$ cat src/rtl/mxs_pkg.sv
// Shared types for the multi-register transfer sequencer.
// Assumes: nothing beyond IEEE 1800-2017.
package mxs_pkg;

    // Controller phases: idle, address setup, restart penalty, beat issue
    typedef enum logic [1:0] {
        ST_IDLE    = 2'd0,
        ST_SETUP   = 2'd1,
        ST_RESTART = 2'd2,
        ST_XFER    = 2'd3
    } mxs_state_e;

    // Per-beat decision produced by the controller for the current cycle
    typedef struct packed {
        logic complete;
        logic last;
        logic stop;
    } mxs_beat_t;

endpackage

$ cat src/rtl/mxs_scan.sv
// Finds the lowest set mask bit whose index is at or above a start index.
// Assumes: IW can hold NREG, so a start index of NREG yields "not found".
module mxs_scan #(
    parameter int NREG = 16,
    parameter int IW   = $clog2(NREG) + 1
) (
    input  logic [NREG-1:0] mask_i,
    input  logic [IW-1:0]   from_i,
    output logic            found_o,
    output logic [IW-1:0]   idx_o
);

    logic [NREG-1:0] elig;

    // Qualify each mask bit by its position relative to the start index
    for (genvar g = 0; g < NREG; g++) begin : g_elig
        assign elig[g] = mask_i[g] && (IW'(g) >= from_i);
    end

    // Priority pick of the lowest qualified bit
    always_comb begin
        found_o = 1'b0;
        idx_o   = '0;
        for (int i = NREG - 1; i >= 0; i--) begin
            if (elig[i]) begin
                found_o = 1'b1;
                idx_o   = IW'(i);
            end
        end
    end

endmodule

$ cat src/rtl/mxs_offset.sv
// Counts set mask bits below a limit index: the word offset of a resumed element.
// Assumes: the count fits IW bits (IW holds NREG).
module mxs_offset #(
    parameter int NREG = 16,
    parameter int IW   = $clog2(NREG) + 1
) (
    input  logic [NREG-1:0] mask_i,
    input  logic [IW-1:0]   lim_i,
    output logic [IW-1:0]   cnt_o
);

    logic [NREG-1:0] below;

    // Keep only mask bits strictly below the limit
    for (genvar g = 0; g < NREG; g++) begin : g_below
        assign below[g] = mask_i[g] && (IW'(g) < lim_i);
    end

    // Population count of the kept bits
    always_comb begin
        cnt_o = '0;
        for (int i = 0; i < NREG; i++) begin
            if (below[i]) cnt_o = cnt_o + IW'(1);
        end
    end

endmodule

$ cat src/rtl/mxs_ctrl.sv
// Sequencer controller: latches a command, computes the first address,
// applies the restart penalty, then issues one beat per unstalled cycle.
// Assumes: scan/offset results are combinational from the outputs given to them;
// RESUME_EXTRA is 1 or more.
module mxs_ctrl
    import mxs_pkg::*;
#(
    parameter int NREG         = 16,
    parameter int AW           = 32,
    parameter int WORD_BYTES   = 4,
    parameter int RESUME_EXTRA = 2,
    parameter int IW           = $clog2(NREG) + 1,
    parameter int RIW          = $clog2(NREG)
) (
    input  logic            clk,
    input  logic            rst_n,
    input  logic            start_i,
    input  logic            pair_i,
    input  logic            store_i,
    input  logic            resume_i,
    input  logic [IW-1:0]   resume_idx_i,
    input  logic [AW-1:0]   base_i,
    input  logic [NREG-1:0] mask_i,
    input  logic            bus_wait_i,
    input  logic            irq_i,
    input  logic            scan_found_i,
    input  logic [IW-1:0]   scan_idx_i,
    input  logic [IW-1:0]   off_cnt_i,
    output logic [NREG-1:0] mask_q_o,
    output logic [IW-1:0]   scan_from_o,
    output logic [IW-1:0]   off_lim_o,
    output logic            busy_o,
    output logic            bus_req_o,
    output logic [AW-1:0]   bus_addr_o,
    output logic            bus_we_o,
    output logic [RIW-1:0]  reg_idx_o,
    output logic            rf_we_o,
    output logic            done_o,
    output logic            halt_o,
    output logic [IW-1:0]   resume_idx_o
);

    localparam int          SH     = $clog2(WORD_BYTES);
    localparam int          CW     = (RESUME_EXTRA > 1) ? $clog2(RESUME_EXTRA) : 1;
    localparam logic [AW-1:0] STEP = AW'(WORD_BYTES);
    localparam logic [IW-1:0] NONE = IW'(NREG);

    mxs_state_e      state_q;
    logic [NREG-1:0] mask_q;
    logic [AW-1:0]   base_q;
    logic [AW-1:0]   addr_q;
    logic [IW-1:0]   from_q;
    logic [IW-1:0]   cur_q;
    logic [IW-1:0]   resume_q;
    logic [CW-1:0]   pen_q;
    logic            store_q;
    logic            pair_q;
    logic            rsm_q;
    logic            beat_q;
    logic            pen_end;
    mxs_beat_t       beat;

    // Restart penalty length: a single cycle needs no counter compare
    if (RESUME_EXTRA > 1) begin : g_pen_multi
        assign pen_end = (pen_q == '0);
    end else begin : g_pen_single
        assign pen_end = 1'b1;
    end

    // Scan start: command start point in setup, next index while issuing beats
    always_comb begin
        if (state_q == ST_SETUP) scan_from_o = from_q;
        else                     scan_from_o = cur_q + IW'(1);
    end

    assign mask_q_o  = mask_q;
    assign off_lim_o = from_q;

    // Decide completion, finality and interrupt stop of the current beat
    always_comb begin
        beat.complete = (state_q == ST_XFER) && !bus_wait_i;
        beat.last     = !scan_found_i || (pair_q && beat_q);
        beat.stop     = beat.complete && !beat.last && irq_i && !pair_q;
    end

    // Command latch, phase sequencing, address and resume-point registers
    always_ff @(posedge clk) begin
        if (!rst_n) begin
            state_q  <= ST_IDLE;
            mask_q   <= '0;
            base_q   <= '0;
            addr_q   <= '0;
            from_q   <= '0;
            cur_q    <= '0;
            resume_q <= '0;
            pen_q    <= '0;
            store_q  <= 1'b0;
            pair_q   <= 1'b0;
            rsm_q    <= 1'b0;
            beat_q   <= 1'b0;
        end else begin
            case (state_q)
                ST_IDLE: begin
                    if (start_i) begin
                        mask_q  <= mask_i;
                        base_q  <= base_i;
                        store_q <= store_i;
                        pair_q  <= pair_i;
                        rsm_q   <= resume_i && !pair_i;
                        from_q  <= (resume_i && !pair_i) ? resume_idx_i : '0;
                        beat_q  <= 1'b0;
                        state_q <= ST_SETUP;
                    end
                end
                ST_SETUP: begin
                    cur_q  <= scan_idx_i;
                    addr_q <= base_q + (AW'(off_cnt_i) << SH);
                    pen_q  <= CW'(RESUME_EXTRA - 1);
                    if (!scan_found_i) begin
                        resume_q <= NONE;
                        state_q  <= ST_IDLE;
                    end else if (rsm_q) begin
                        state_q <= ST_RESTART;
                    end else begin
                        state_q <= ST_XFER;
                    end
                end
                ST_RESTART: begin
                    if (pen_end) state_q <= ST_XFER;
                    else         pen_q   <= pen_q - CW'(1);
                end
                ST_XFER: begin
                    if (beat.complete) begin
                        addr_q <= addr_q + STEP;
                        beat_q <= 1'b1;
                        if (beat.last) begin
                            resume_q <= NONE;
                            state_q  <= ST_IDLE;
                        end else begin
                            resume_q <= scan_idx_i;
                            cur_q    <= scan_idx_i;
                            if (beat.stop) state_q <= ST_IDLE;
                        end
                    end
                end
                default: state_q <= ST_IDLE;
            endcase
        end
    end

    // Port drive from phase and beat decision
    always_comb begin
        busy_o       = (state_q != ST_IDLE);
        bus_req_o    = (state_q == ST_XFER);
        bus_addr_o   = addr_q;
        bus_we_o     = (state_q == ST_XFER) && store_q;
        reg_idx_o    = cur_q[RIW-1:0];
        rf_we_o      = beat.complete && !store_q;
        done_o       = (beat.complete && beat.last) ||
                       ((state_q == ST_SETUP) && !scan_found_i);
        halt_o       = beat.stop;
        resume_idx_o = resume_q;
    end

endmodule

$ cat src/rtl/mxfer_seq.sv
// Top of the multi-register transfer sequencer: controller plus the
// set-bit scanner and the resume offset counter.
// Assumes: a single clock domain and synchronous active-low reset.
module mxfer_seq #(
    parameter int NREG         = 16,
    parameter int AW           = 32,
    parameter int WORD_BYTES   = 4,
    parameter int RESUME_EXTRA = 2
) (
    input  logic                  clk,
    input  logic                  rst_n,
    input  logic                  start_i,
    input  logic                  pair_i,
    input  logic                  store_i,
    input  logic                  resume_i,
    input  logic [$clog2(NREG):0] resume_idx_i,
    input  logic [AW-1:0]         base_i,
    input  logic [NREG-1:0]       mask_i,
    input  logic                  bus_wait_i,
    input  logic                  irq_i,
    output logic                  busy_o,
    output logic                  bus_req_o,
    output logic [AW-1:0]         bus_addr_o,
    output logic                  bus_we_o,
    output logic [$clog2(NREG)-1:0] reg_idx_o,
    output logic                  rf_we_o,
    output logic                  done_o,
    output logic                  halt_o,
    output logic [$clog2(NREG):0] resume_idx_o
);

    localparam int IW  = $clog2(NREG) + 1;
    localparam int RIW = $clog2(NREG);

    logic [NREG-1:0] mask_q;
    logic [IW-1:0]   scan_from;
    logic [IW-1:0]   scan_idx;
    logic            scan_found;
    logic [IW-1:0]   off_lim;
    logic [IW-1:0]   off_cnt;

    mxs_scan #(.NREG(NREG), .IW(IW)) u_scan (
        .mask_i  (mask_q),
        .from_i  (scan_from),
        .found_o (scan_found),
        .idx_o   (scan_idx)
    );

    mxs_offset #(.NREG(NREG), .IW(IW)) u_offset (
        .mask_i (mask_q),
        .lim_i  (off_lim),
        .cnt_o  (off_cnt)
    );

    mxs_ctrl #(
        .NREG(NREG), .AW(AW), .WORD_BYTES(WORD_BYTES),
        .RESUME_EXTRA(RESUME_EXTRA), .IW(IW), .RIW(RIW)
    ) u_ctrl (
        .clk          (clk),
        .rst_n        (rst_n),
        .start_i      (start_i),
        .pair_i       (pair_i),
        .store_i      (store_i),
        .resume_i     (resume_i),
        .resume_idx_i (resume_idx_i),
        .base_i       (base_i),
        .mask_i       (mask_i),
        .bus_wait_i   (bus_wait_i),
        .irq_i        (irq_i),
        .scan_found_i (scan_found),
        .scan_idx_i   (scan_idx),
        .off_cnt_i    (off_cnt),
        .mask_q_o     (mask_q),
        .scan_from_o  (scan_from),
        .off_lim_o    (off_lim),
        .busy_o       (busy_o),
        .bus_req_o    (bus_req_o),
        .bus_addr_o   (bus_addr_o),
        .bus_we_o     (bus_we_o),
        .reg_idx_o    (reg_idx_o),
        .rf_we_o      (rf_we_o),
        .done_o       (done_o),
        .halt_o       (halt_o),
        .resume_idx_o (resume_idx_o)
    );

endmodule

$ cat config.mk
export PLATFORM = sky130hd
export DESIGN_NAME = mxfer_seq
export DESIGN_NICKNAME = d
export VERILOG_FILES = /design/src/rtl/mxs_pkg.sv /design/src/rtl/mxs_scan.sv /design/src/rtl/mxs_offset.sv /design/src/rtl/mxs_ctrl.sv /design/src/rtl/mxfer_seq.sv
export SDC_FILE = /design/constraint.sdc
export NUM_CORES = 1
export LEC_CHECK = 0
export BUFFER_PORTS_ARGS = -buffer_cell sky130_fd_sc_hd__buf_2
export CAP_MARGIN = 0
export CORE_MARGIN = 2
export CORE_UTILIZATION = 60
export DETAILED_ROUTE_END_ITERATION = 8
export GPL_ROUTABILITY_DRIVEN = 0
export PLACE_DENSITY = 0.83
export SLEW_MARGIN = 20
export SYNTH_ARGS = -nofsm -noshare
export SYNTH_HDL_FRONTEND = slang
export SYNTH_SLANG_ARGS = --single-unit
export TNS_END_PERCENT = 5
$ cat constraint.sdc
create_clock -name clk -period 14.85 [get_ports clk]
set_input_delay 2.97 -clock clk [delete_from_list [all_inputs] [get_ports clk]]
set_output_delay 2.97 -clock clk [all_outputs]
set_load 0.01 [all_outputs]
# Word level (Yosys, flattened, before mapping)
# Cells that the tools add are included.
# classes
mux	72
n_lt_le_gt_ge	32
addsub	19
eq_ne	9
reduce_logical	61
# ops
cell	n
5-bit 2-to-1 mux	22
5-bit by 1-bit adder with 5-bit output (second input constant)	15
4-bit 2-to-1 mux	16
32-bit one-hot mux with 2 select lines	1
1-bit logical AND	42
4-bit by 5-bit greater-or-equal comparator with 1-bit output (first input constant)	8
4-bit by 5-bit < comparator with 1-bit output (first input constant)	8
32-bit by 3-bit adder with 32-bit output (second input constant)	1
32-bit by 7-bit adder with 32-bit output	1
32-bit 2-to-1 mux	1
1-bit 2-to-1 mux	21
3-bit by 5-bit greater-or-equal comparator with 1-bit output (first input constant)	4
3-bit by 5-bit < comparator with 1-bit output (first input constant)	4
5-bit one-hot mux with 2 select lines	2
2-bit 2-to-1 mux	6
1-bit by 5-bit greater-or-equal comparator with 1-bit output (first input constant)	2
2-bit by 5-bit greater-or-equal comparator with 1-bit output (first input constant)	2
1-bit by 5-bit < comparator with 1-bit output (first input constant)	2
2-bit by 5-bit < comparator with 1-bit output (first input constant)	2
3-bit AND reduction	3
2-bit inequality test (second input constant)	4
2-bit one-hot mux with 4 select lines	1
2-bit nonzero test	4
1-bit zero test	6
other kinds (11)	15
# totals
in_bits	61
wordCells	205
register_bits	102
output_inout_bits	47

# Longest topological paths before layout
# Gate-level depths: netlist (run 1).
# logic_depth
ltp_word	35
ltp_mapped	60
mapped_depth_nobuf	58

# By module
# From an unflattened synthesis (run 1), not the netlist that was laid out.
# hier_totals
cells_unflattened	1065
hier_area_um2	8008.9
# by_module_without_submodules
mod	area_each_um2	seq_area_each_um2	cells_each	instances
mxs_ctrl	5551.6	2042.0	723	1
mxs_offset	1971.9	0.0	261	1
mxs_scan	485.5	0.0	81	1

# Worst setup path after synthesis (run 1)
# Ideal clock, no wire load.
# synth_timing
kind	reg2reg
from	register u_ctrl.from_q[3], in the netlist u_ctrl.off_lim_o[3]
to	register u_ctrl.addr_q[28], in the netlist u_ctrl.bus_addr_o[28]
required_time_ps	14735
path_stages_with_launch	46
path_buffers	2
synth_period_minus_slack_ps	9737
setup_slack_ps	5113
setup_time_ps	115
t_arrival_ps	9622
path_cell_list	dfxtp_1 or2_1 buf_4 o41a_1 ha_1 xnor2_1 ha_1 nand3_1 nand2_1 ha_1 xor2_1 o221a_2 ha_1 or3_1 mux2i_1 a221oi_4 inv_1 ha_1 [10 not listed] xnor2_1 mux2_2 ha_1 mux2_2 ha_1 mux2_2 fa_1 a21o_1 a21oi_1 nor2b_1 o21a_1 clkbuf_1 nand4_1 xor2_1 nor2_1 a21oi_1 o22ai_1 and2_1
# synth_via
elab_chain_len	35
word_cells_on_any_way	65
cone_classes	add/sub: 16; order compare: 16; mux: 17; reduce/logical: 16
# synth_rtl
element	line_no	source
start, declared	mxs_ctrl.sv:52	logic [IW-1:0] from_q;
start signal, assigned	mxs_ctrl.sv:110	from_q <= (resume_i && !pair_i) ? resume_idx_i : '0;
1-bit by 5-bit < comparator with 1-bit output	mxs_offset.sv:16	assign below[g] = mask_i[g] && (IW'(g) < lim_i);
1-bit logical AND	mxs_offset.sv:16	
1-bit 2-to-1 mux	mxs_offset.sv:23	if (below[i]) cnt_o = cnt_o + IW'(1);
1-bit by 1-bit adder with 2-bit output	mxs_offset.sv:23	
5-bit 2-to-1 mux	mxs_offset.sv:23	
5-bit by 1-bit adder with 5-bit output	mxs_offset.sv:23	
5-bit 2-to-1 mux	mxs_offset.sv:23	
5-bit by 1-bit adder with 5-bit output	mxs_offset.sv:23	
[19 not listed]	--	
5-bit by 1-bit adder with 5-bit output	mxs_offset.sv:23	
5-bit 2-to-1 mux	mxs_offset.sv:23	
5-bit by 1-bit adder with 5-bit output	mxs_offset.sv:23	
5-bit 2-to-1 mux	mxs_offset.sv:23	
5-bit by 1-bit adder with 5-bit output	mxs_offset.sv:23	
5-bit 2-to-1 mux *	mxs_offset.sv:23	
32-bit by 7-bit adder with 32-bit output *	mxs_ctrl.sv:117	addr_q <= base_q + (AW'(off_cnt_i) << SH);
32-bit one-hot mux with 2 select lines *	mxs_ctrl.sv:102	case (state_q)
end signal, assigned	mxs_ctrl.sv:117	
end signal, assigned	mxs_ctrl.sv:134	addr_q <= addr_q + STEP;
end, declared	mxs_ctrl.sv:51	logic [AW-1:0] addr_q;
# Mark *: on every way between the ends. The rest lies on a longest branch, timed or not.
# A chain may end at the register's enable or synchronous reset.

# Worst setup path after layout (run 1)
# layout_timing
from	register u_ctrl.from_q[4], in the netlist u_ctrl.off_lim_o[4]
to	register u_ctrl.addr_q[31], in the netlist u_ctrl.bus_addr_o[31]
# Same word-level chain as after synthesis.

==> qor.yml, run 1 <==
cts:
  numCtsBuffers: 9
  cts_resized: 0
  ctsLongestPathBuffers: 2
  clockRootBuffer: "clkbuf_16"
  postCtsHoldBufs: 0
  post-cts-setup-buffer-count: 0
  clkTransAtPathRegs_ps: 70
  clock_latency_ps: 350
  htree_levels: 3
  cts_tree: "yes"
  cts_sinks: 101
global_routing:
  grt_max_degree: 102
  antenna_found_initial: 0
  gr-total-overflow: 0
  globalRouteTotalUtil_pct: 28.7
  busiest_layer: "met2"
  grt_first_pass_wirelength_um: 34000
  grt_use_met3_pct: 3.69
  grt_pass1_vias: 7100
  use_met1_pct: 37.8
  use_met2_pct: 48.5
timing:
  fin_crit_sh_pct: 72.9
  tns_ps: 0
  worst_pin_slew_ps: 952
  setup_violations: 0
  slew_viol_final: 0
  skew_ps: 6.18
  min_period_ps: 10830
  slew_headroom_pct: 36.5
  rsz0062_at_grt: "no"
  fmax_mhz: 92.3
  final-hold-violation-count: 0
drt:
  dr.pass1.iters: 5
  vias_per_cell: 6.01
  ant_nets: 0
  drt_first_iter_violations: 762
  drc: 0
  dr_total_vias: 7693
  wire_per_inst_um: 16.1
  totalWireLength_um: 20600
hold_path:
  hold_class: "flop to flop"
  worstHoldPathCells: 2
setup_path:
  cp-start-kind: "flop"
  crit_required_ps: 15110
  cpMostUsedCell: "ha_1"
  critPathKind: "flop to flop"
  critPathSlowestCell: "dfxtp_1"
  critPathArrivalTime_ps: 11090
  crit_path_max_fanout: 22
  rr_worst_depth: 47
  slowest_delay_ps: 800
  crit_path_end_kind: "flop"
synth:
  synth_area_per_cell_sq_um: 7.55
  yosys.cell_types.count: 87
  postSynthCellCount: 1049
  ys_seq_elements: 101
  ys.flop_type: "dfxtp_1"
  synth_fp_nets: 1137
  syn-cell-area_sq_um: 7920
  synth_seq_area_share_pct: 25.5
  synth_edf_count: 0
  synthArstFlopShare_pct: 0
  ys_warn_count: 0
power_and_ir_drop:
  leakage_nw: 3.55
  power_density_nw_per_um2: 109
  p_seq_share_pct: 38.5
  vdd_drop_max_uv: 76.0
  p_int_mw: 0.604
  comb_power_share_pct: 33.5
  clkPwrFrac_pct: 28.0
  netSwitchingPower_mw: 0.354
  p_sw_share_pct: 37.0
final_layout:
  area_delta_synth_final_pct: 10.6
  n_fill_cell: 1070
  n_antenna_cell: 0
  layout-drive-gt1-share_pct: 15.2
  multi_input_area_sq_um: 5520
  fin_util_pct: 68.6
  seq_area_sq_um: 2020
  nNetsFinal: 1193
run:
  maxCapViolCount: 0
die:
  fp-row-count: 41
  die_w_um: 119
  coreArea_sq_um: 12800
  die-area_sq_um: 14100
  ios: 108
  die_h_um: 119
  start_util_pct: 62.0
place:
  hpwl_um: 14700
  io_buffer_count: 107
status:
  outcome: "finished clean"
## worst max-delay path: cells and delay by family (launching register included)
kind	cells	cell delay [ps]
compound gates	9	2050
xor+xnor	7	1140
fa+ha+maj	10	2830
buf+inv	2	160
flops	1	800
mux	4	910
simple gates	15	2850
## synthesized netlist by cell type, types with 3 or more instances
library cell    n  area share (%)
nand2_1       180             8.5
dfxtp_1       101              26
a21oi_1        88             5.6
o21ai_0        70             4.4
nor2_1         54             2.6
a21boi_0       52             4.9
clkbuf_1       51             2.4
xnor2_1        49             5.4
nand3_1        46             2.9
nor2b_1        30             2.4
ha_1           26             4.1
inv_1          24             1.1
xor2_1         20             2.2
nand4_1        19             1.5
and2_1         16             1.3
and3_1         14             1.1
a21o_1         13             1.2
mux2i_1        12             1.5
nor3_1         12            0.76
o21a_1         12             1.1
a22oi_1        11             1.0
nand2b_1        8            0.63
a31oi_1         7            0.55
and4_1          6            0.66
buf_1           6            0.28
o211ai_1        6            0.57
buf_6           5            0.71
mux2_2          5            0.71
nor3b_1         5            0.47
o22ai_1         5            0.39
or3_1           5            0.39
buf_2           4            0.25
o21ai_1         4            0.25
xnor3_1         4             1.1
xor2_2          4            0.82
o211ai_2        3            0.47
o21bai_1        3            0.28
o31ai_1         3            0.28
or2_2           3            0.24
## registers in the layout (all words and copies together), names as in the netlist, named ones only
name / flops
u_ctrl.cur_q: 4
u_ctrl.off_lim_o: 5
u_ctrl.state_q: 1
u_ctrl.pen_q: 1
u_ctrl.bus_addr_o: 32
u_ctrl.store_q: 1
u_ctrl.resume_idx_o: 5
u_ctrl.rsm_q: 1
u_ctrl.beat_q: 1
u_ctrl.base_q: 32
u_ctrl.mask_q_o: 16
u_ctrl.pair_q: 1
## kinds of logic (layout without fill, tap and decap cells)
logic type      Yosys count  in the layout  synth area share (%)
fa+ha+maj                29             29                  4.61
flops                   101            101                  25.5
mux                      18             18                  2.51
xor+xnor                 83             83                  11.3
compound gates          317            317                  26.7
simple gates            408            408                  24.4
buf+inv                  93            153                  4.99
## routing by layer
metal / vias to the layer above / part of all wire (%)
li1: 3826 / -
met1: 3563 / 45
met2: 265 / 48
met3: 39 / 5.3
met4: 0 / 2.0
met5: - / 0
## power by group through the flow
stage,logic [mW],registers (mW),clock network (mW)
floorplan,0.227,0.365,0
global placement,0.307,0.372,0
detailed placement,0.315,0.372,0
CTS,0.319,0.367,0.270
global route,0.356,0.374,0.280
finish,0.321,0.368,0.268
## final cells by class
type                            count  area share, %
Clock buffer                        9           2.57
Clock inverter                      6           1.27
Inverter                           26           1.11
Multi-Input combinational cell    855           63.0
Sequential cell                   101           23.1
Tap cell                          172           2.46
Timing Repair Buffer              112           6.54
## metrics by stage
| step | cell area (sq um) | hold slack (ps) | total power, mW | instances | setup WS [ps] |
|---|---|---|---|---|---|
| CTS | 8760 | 473 | 0.956 | 1281 | 4090 |
| detailed placement | 8420 | 460 | 0.688 | 1266 | 4160 |
| global route | 8760 | 516 | 1.01 | 1281 | 3110 |
| global placement | 8420 | 456 | 0.680 | 1266 | 4400 |
| finish | 8760 | 470 | 0.958 | 1281 | 4020 |
| floorplan | 7920 | 443 | 0.592 | 1049 | 5110 |
## worst paths after layout
check / start / to / slack [ps]
min reg2reg: u_ctrl.base_q[30] / u_ctrl.base_q[30] / 470
min: u_ctrl.base_q[30] / u_ctrl.base_q[30] / 470
max reg2reg: u_ctrl.off_lim_o[4] / u_ctrl.bus_addr_o[31] / 4020
max: u_ctrl.off_lim_o[4] / u_ctrl.bus_addr_o[31] / 4020
## layout by cell type (no fill, tap or decap), types with 4 or more instances in the layout
cell and count:
and4_1 6, nand2_1 179, ha_1 25, nor2_1 54
xnor3_1 4, inv_1 24, nand3_1 46, mux2_2 5
o21a_1 12, mux2i_1 12, nand4_1 19, o211ai_1 6
buf_2 107, a31oi_1 7, a21o_1 13, nor3_1 12
and2_1 15, a22oi_1 11, o21ai_1 4, o21ai_0 70
nand2b_1 8, or3_1 5, xor2_1 20, and3_1 14
nor2b_1 30, nor3b_1 4, dfxtp_1 101, clkbuf_16 9
a21oi_1 87, xnor2_1 49, o22ai_1 5, a21boi_0 52
buf_4 5, xor2_2 4
Note: power is estimated with default switching activity, not from simulation.
==> run 2: changes to the inputs <==
Settings changed: CORE_UTILIZATION 60 to 53, PLACE_DENSITY 0.83 to 0.77.
Clock period 14.85 ns to 9.3 ns, I/O delays scaled along.
==> run 2 against run 1 <==
Effect of this change: the run now ends with negative setup slack left; design area rose by 6.1%; sequential power rose by 60%; sequential share of layout area fell by 1.3 points; global-route usage fell by 1.7 points; first-iteration DRC count fell by 7.7%; combinational power rose by 70%; routed wire length rose by 6.7%; power rose by 59%; via count rose by 2.2%; register-to-register slack got worse by 4100 ps; critical path depth did not move; clock skew rose by 4.2 ps.
==> qor.yml, run 2 (same netlist as run 1, synthesis figures left out) <==
die:
  coreArea_sq_um: 14600
  die-area_sq_um: 15900
  fp-row-count: 44
  die_w_um: 126
  ios: 108
  die_h_um: 126
  start_util_pct: 54.3
run:
  maxCapViolCount: 0
cts:
  cts_sinks: 101
  cts_tree: "yes"
  clockRootBuffer: "clkbuf_16"
  clkTransAtPathRegs_ps: 70
  clock_latency_ps: 360
  postCtsHoldBufs: 0
  htree_levels: 3
  ctsLongestPathBuffers: 2
  numCtsBuffers: 9
setup_path:
  rr_worst_depth: 47
  crit_path_max_fanout: 3
  critPathKind: "flop to flop"
  ff2ff_setup_slack_ps: -110
  reg2reg_from: "u_ctrl.off_lim_o[3]"
  slowest_delay_ps: 450
  critPathArrivalTime_ps: 9670
  critPathSlowestCell: "o41a_1"
  cpMostUsedCell: "ha_4"
  crit_path_end_kind: "flop"
  r2r_end: "u_ctrl.bus_addr_o[28]"
  crit_required_ps: 9560
  cp-start-kind: "flop"
timing:
  worst_pin_slew_ps: 994
  finalWorstSetupSlack_ps: -111
  fin_crit_sh_pct: 101
  rsz0062_at_grt: "yes"
  final-hold-violation-count: 0
  skew_ps: 10.4
  fmax_mhz: 106
  min_period_ps: 9410
  slew_headroom_pct: 33.7
  slew_viol_final: 0
  holdWs_ps: 483
  setup_violations: 11
final_layout:
  fin_util_pct: 63.7
  final_common_cell: "nand2_1"
  layout-drive-gt1-share_pct: 21.6
  layout_common_cells: "nand2_1, buf_2, dfxtp_1"
  area_delta_synth_final_pct: 17.3
  n_antenna_cell: 0
  nNetsFinal: 1231
hold_path:
  worstHoldPathCells: 2
  holdCritStartpoint: "u_ctrl.base_q[30]"
  min_delay_worst_endpoint: "u_ctrl.base_q[30]"
  hold_class: "flop to flop"
status:
  outcome: "finished with violations"
  violations: "negative setup slack"
global_routing:
  antenna_found_initial: 0
  globalRouteTotalUtil_pct: 27.0
  gr-total-overflow: 0
  grt_pass1_vias: 7305
  grt_first_pass_wirelength_um: 35700
  grt_max_degree: 102
drt:
  drc: 0
  vias_per_cell: 5.90
  ant_nets: 0
  dr_total_vias: 7860
  totalWireLength_um: 22000
  dr.pass1.iters: 5
  drt_first_iter_violations: 703
  wire_per_inst_um: 16.5
power_and_ir_drop:
  leakage_nw: 3.76
  vdd_drop_max_uv: 198
  power_density_nw_per_um2: 164
place:
  hpwl_um: 15400
  io_buffer_count: 107
  pre_cts_ws_ps: -203
-- run 2: changes by cell type in the layout (fill, tap and decap cells not counted), moves of 5 or more --
| cell | change |
|---|---|
| nor2_1 | -5 |
| ha_4 | +7 |
| nand2_2 | +5 |
| buf_4 | +36 |
| nand2_1 | -5 |
| ha_1 | -7 |
-- run 2: layer usage --
layer  global-route usage (%)  up-vias  wire (um)
li1                         -     3887          -
met1                     35.8     3695       9820
met2                     45.3      245      10600
met3                     4.38       33       1250
met4                     8.08        0        304
met5                        0        -          0
-- run 2: worst max-delay path: cells and delay by family (launching register included) --
family	cells	cell delay, ps
xor gates and xnor gates	7	1070
and+or+nand+nor	11	1490
DFF	1	320
buffers and inverters	3	290
muxes	3	840
adders and majority gates	9	2620
AOI/OAI and AO/OA	14	2690
-- run 2: worst max path at each step --
stage	start	end	slack, ps	depth (start not counted)
2_1_floorplan	u_ctrl.off_lim_o[3]	u_ctrl.bus_addr_o[28]	2	45
3_3_place_gp	u_ctrl.off_lim_o[4]	u_ctrl.bus_addr_o[28]	40	52
3_5_place_dp	u_ctrl.off_lim_o[4]	u_ctrl.bus_addr_o[28]	-200	54
4_1_cts	u_ctrl.off_lim_o[4]	u_ctrl.bus_addr_o[28]	9	57
5_1_grt	u_ctrl.off_lim_o[3]	u_ctrl.bus_addr_o[28]	-590	57
6_report	u_ctrl.off_lim_o[3]	u_ctrl.bus_addr_o[28]	-110	47
-- run 2: metrics by stage --
step           instances  instance area (sq um)  TNS [ps]  power (mW)
6_report            1332                   9300      -288        1.52
3_5_place_dp        1301                   8670     -1780        1.11
3_3_place_gp        1301                   8670         0        1.10
4_1_cts             1323                   9060         0        1.50
2_1_floorplan       1049                   7990         0       0.949
5_1_grt             1332                   9300    -13050        1.62
-- run 2: where the power goes --
| part | switching, mW | total, mW | internal (mW) |
|---|---|---|---|
| Sequential | 0.0865 | 0.587 | 0.501 |
| Clock | 0.174 | 0.390 | 0.217 |
| Combinational | 0.326 | 0.546 | 0.220 |
| Total | 0.586 | 1.52 | 0.937 |
-- run 2: area by class of cell --
type	instances	area (sq um)
Clock buffer	11	243
Clock inverter	5	60.1
Fill cell	1301	5290
Inverter	26	97.6
Multi-Input combinational cell	855	5770
Sequential cell	101	2020
Tap cell	184	230
Timing Repair Buffer	150	866
-- run 2: what timing repair did --
item	in CTS	in global routing
hold endpoints to repair	0	0
endpoints found under the setup margin	25	27
setup buffers	6	9
cloned	0	0
pin swaps	9	30
resized for setup	9	41
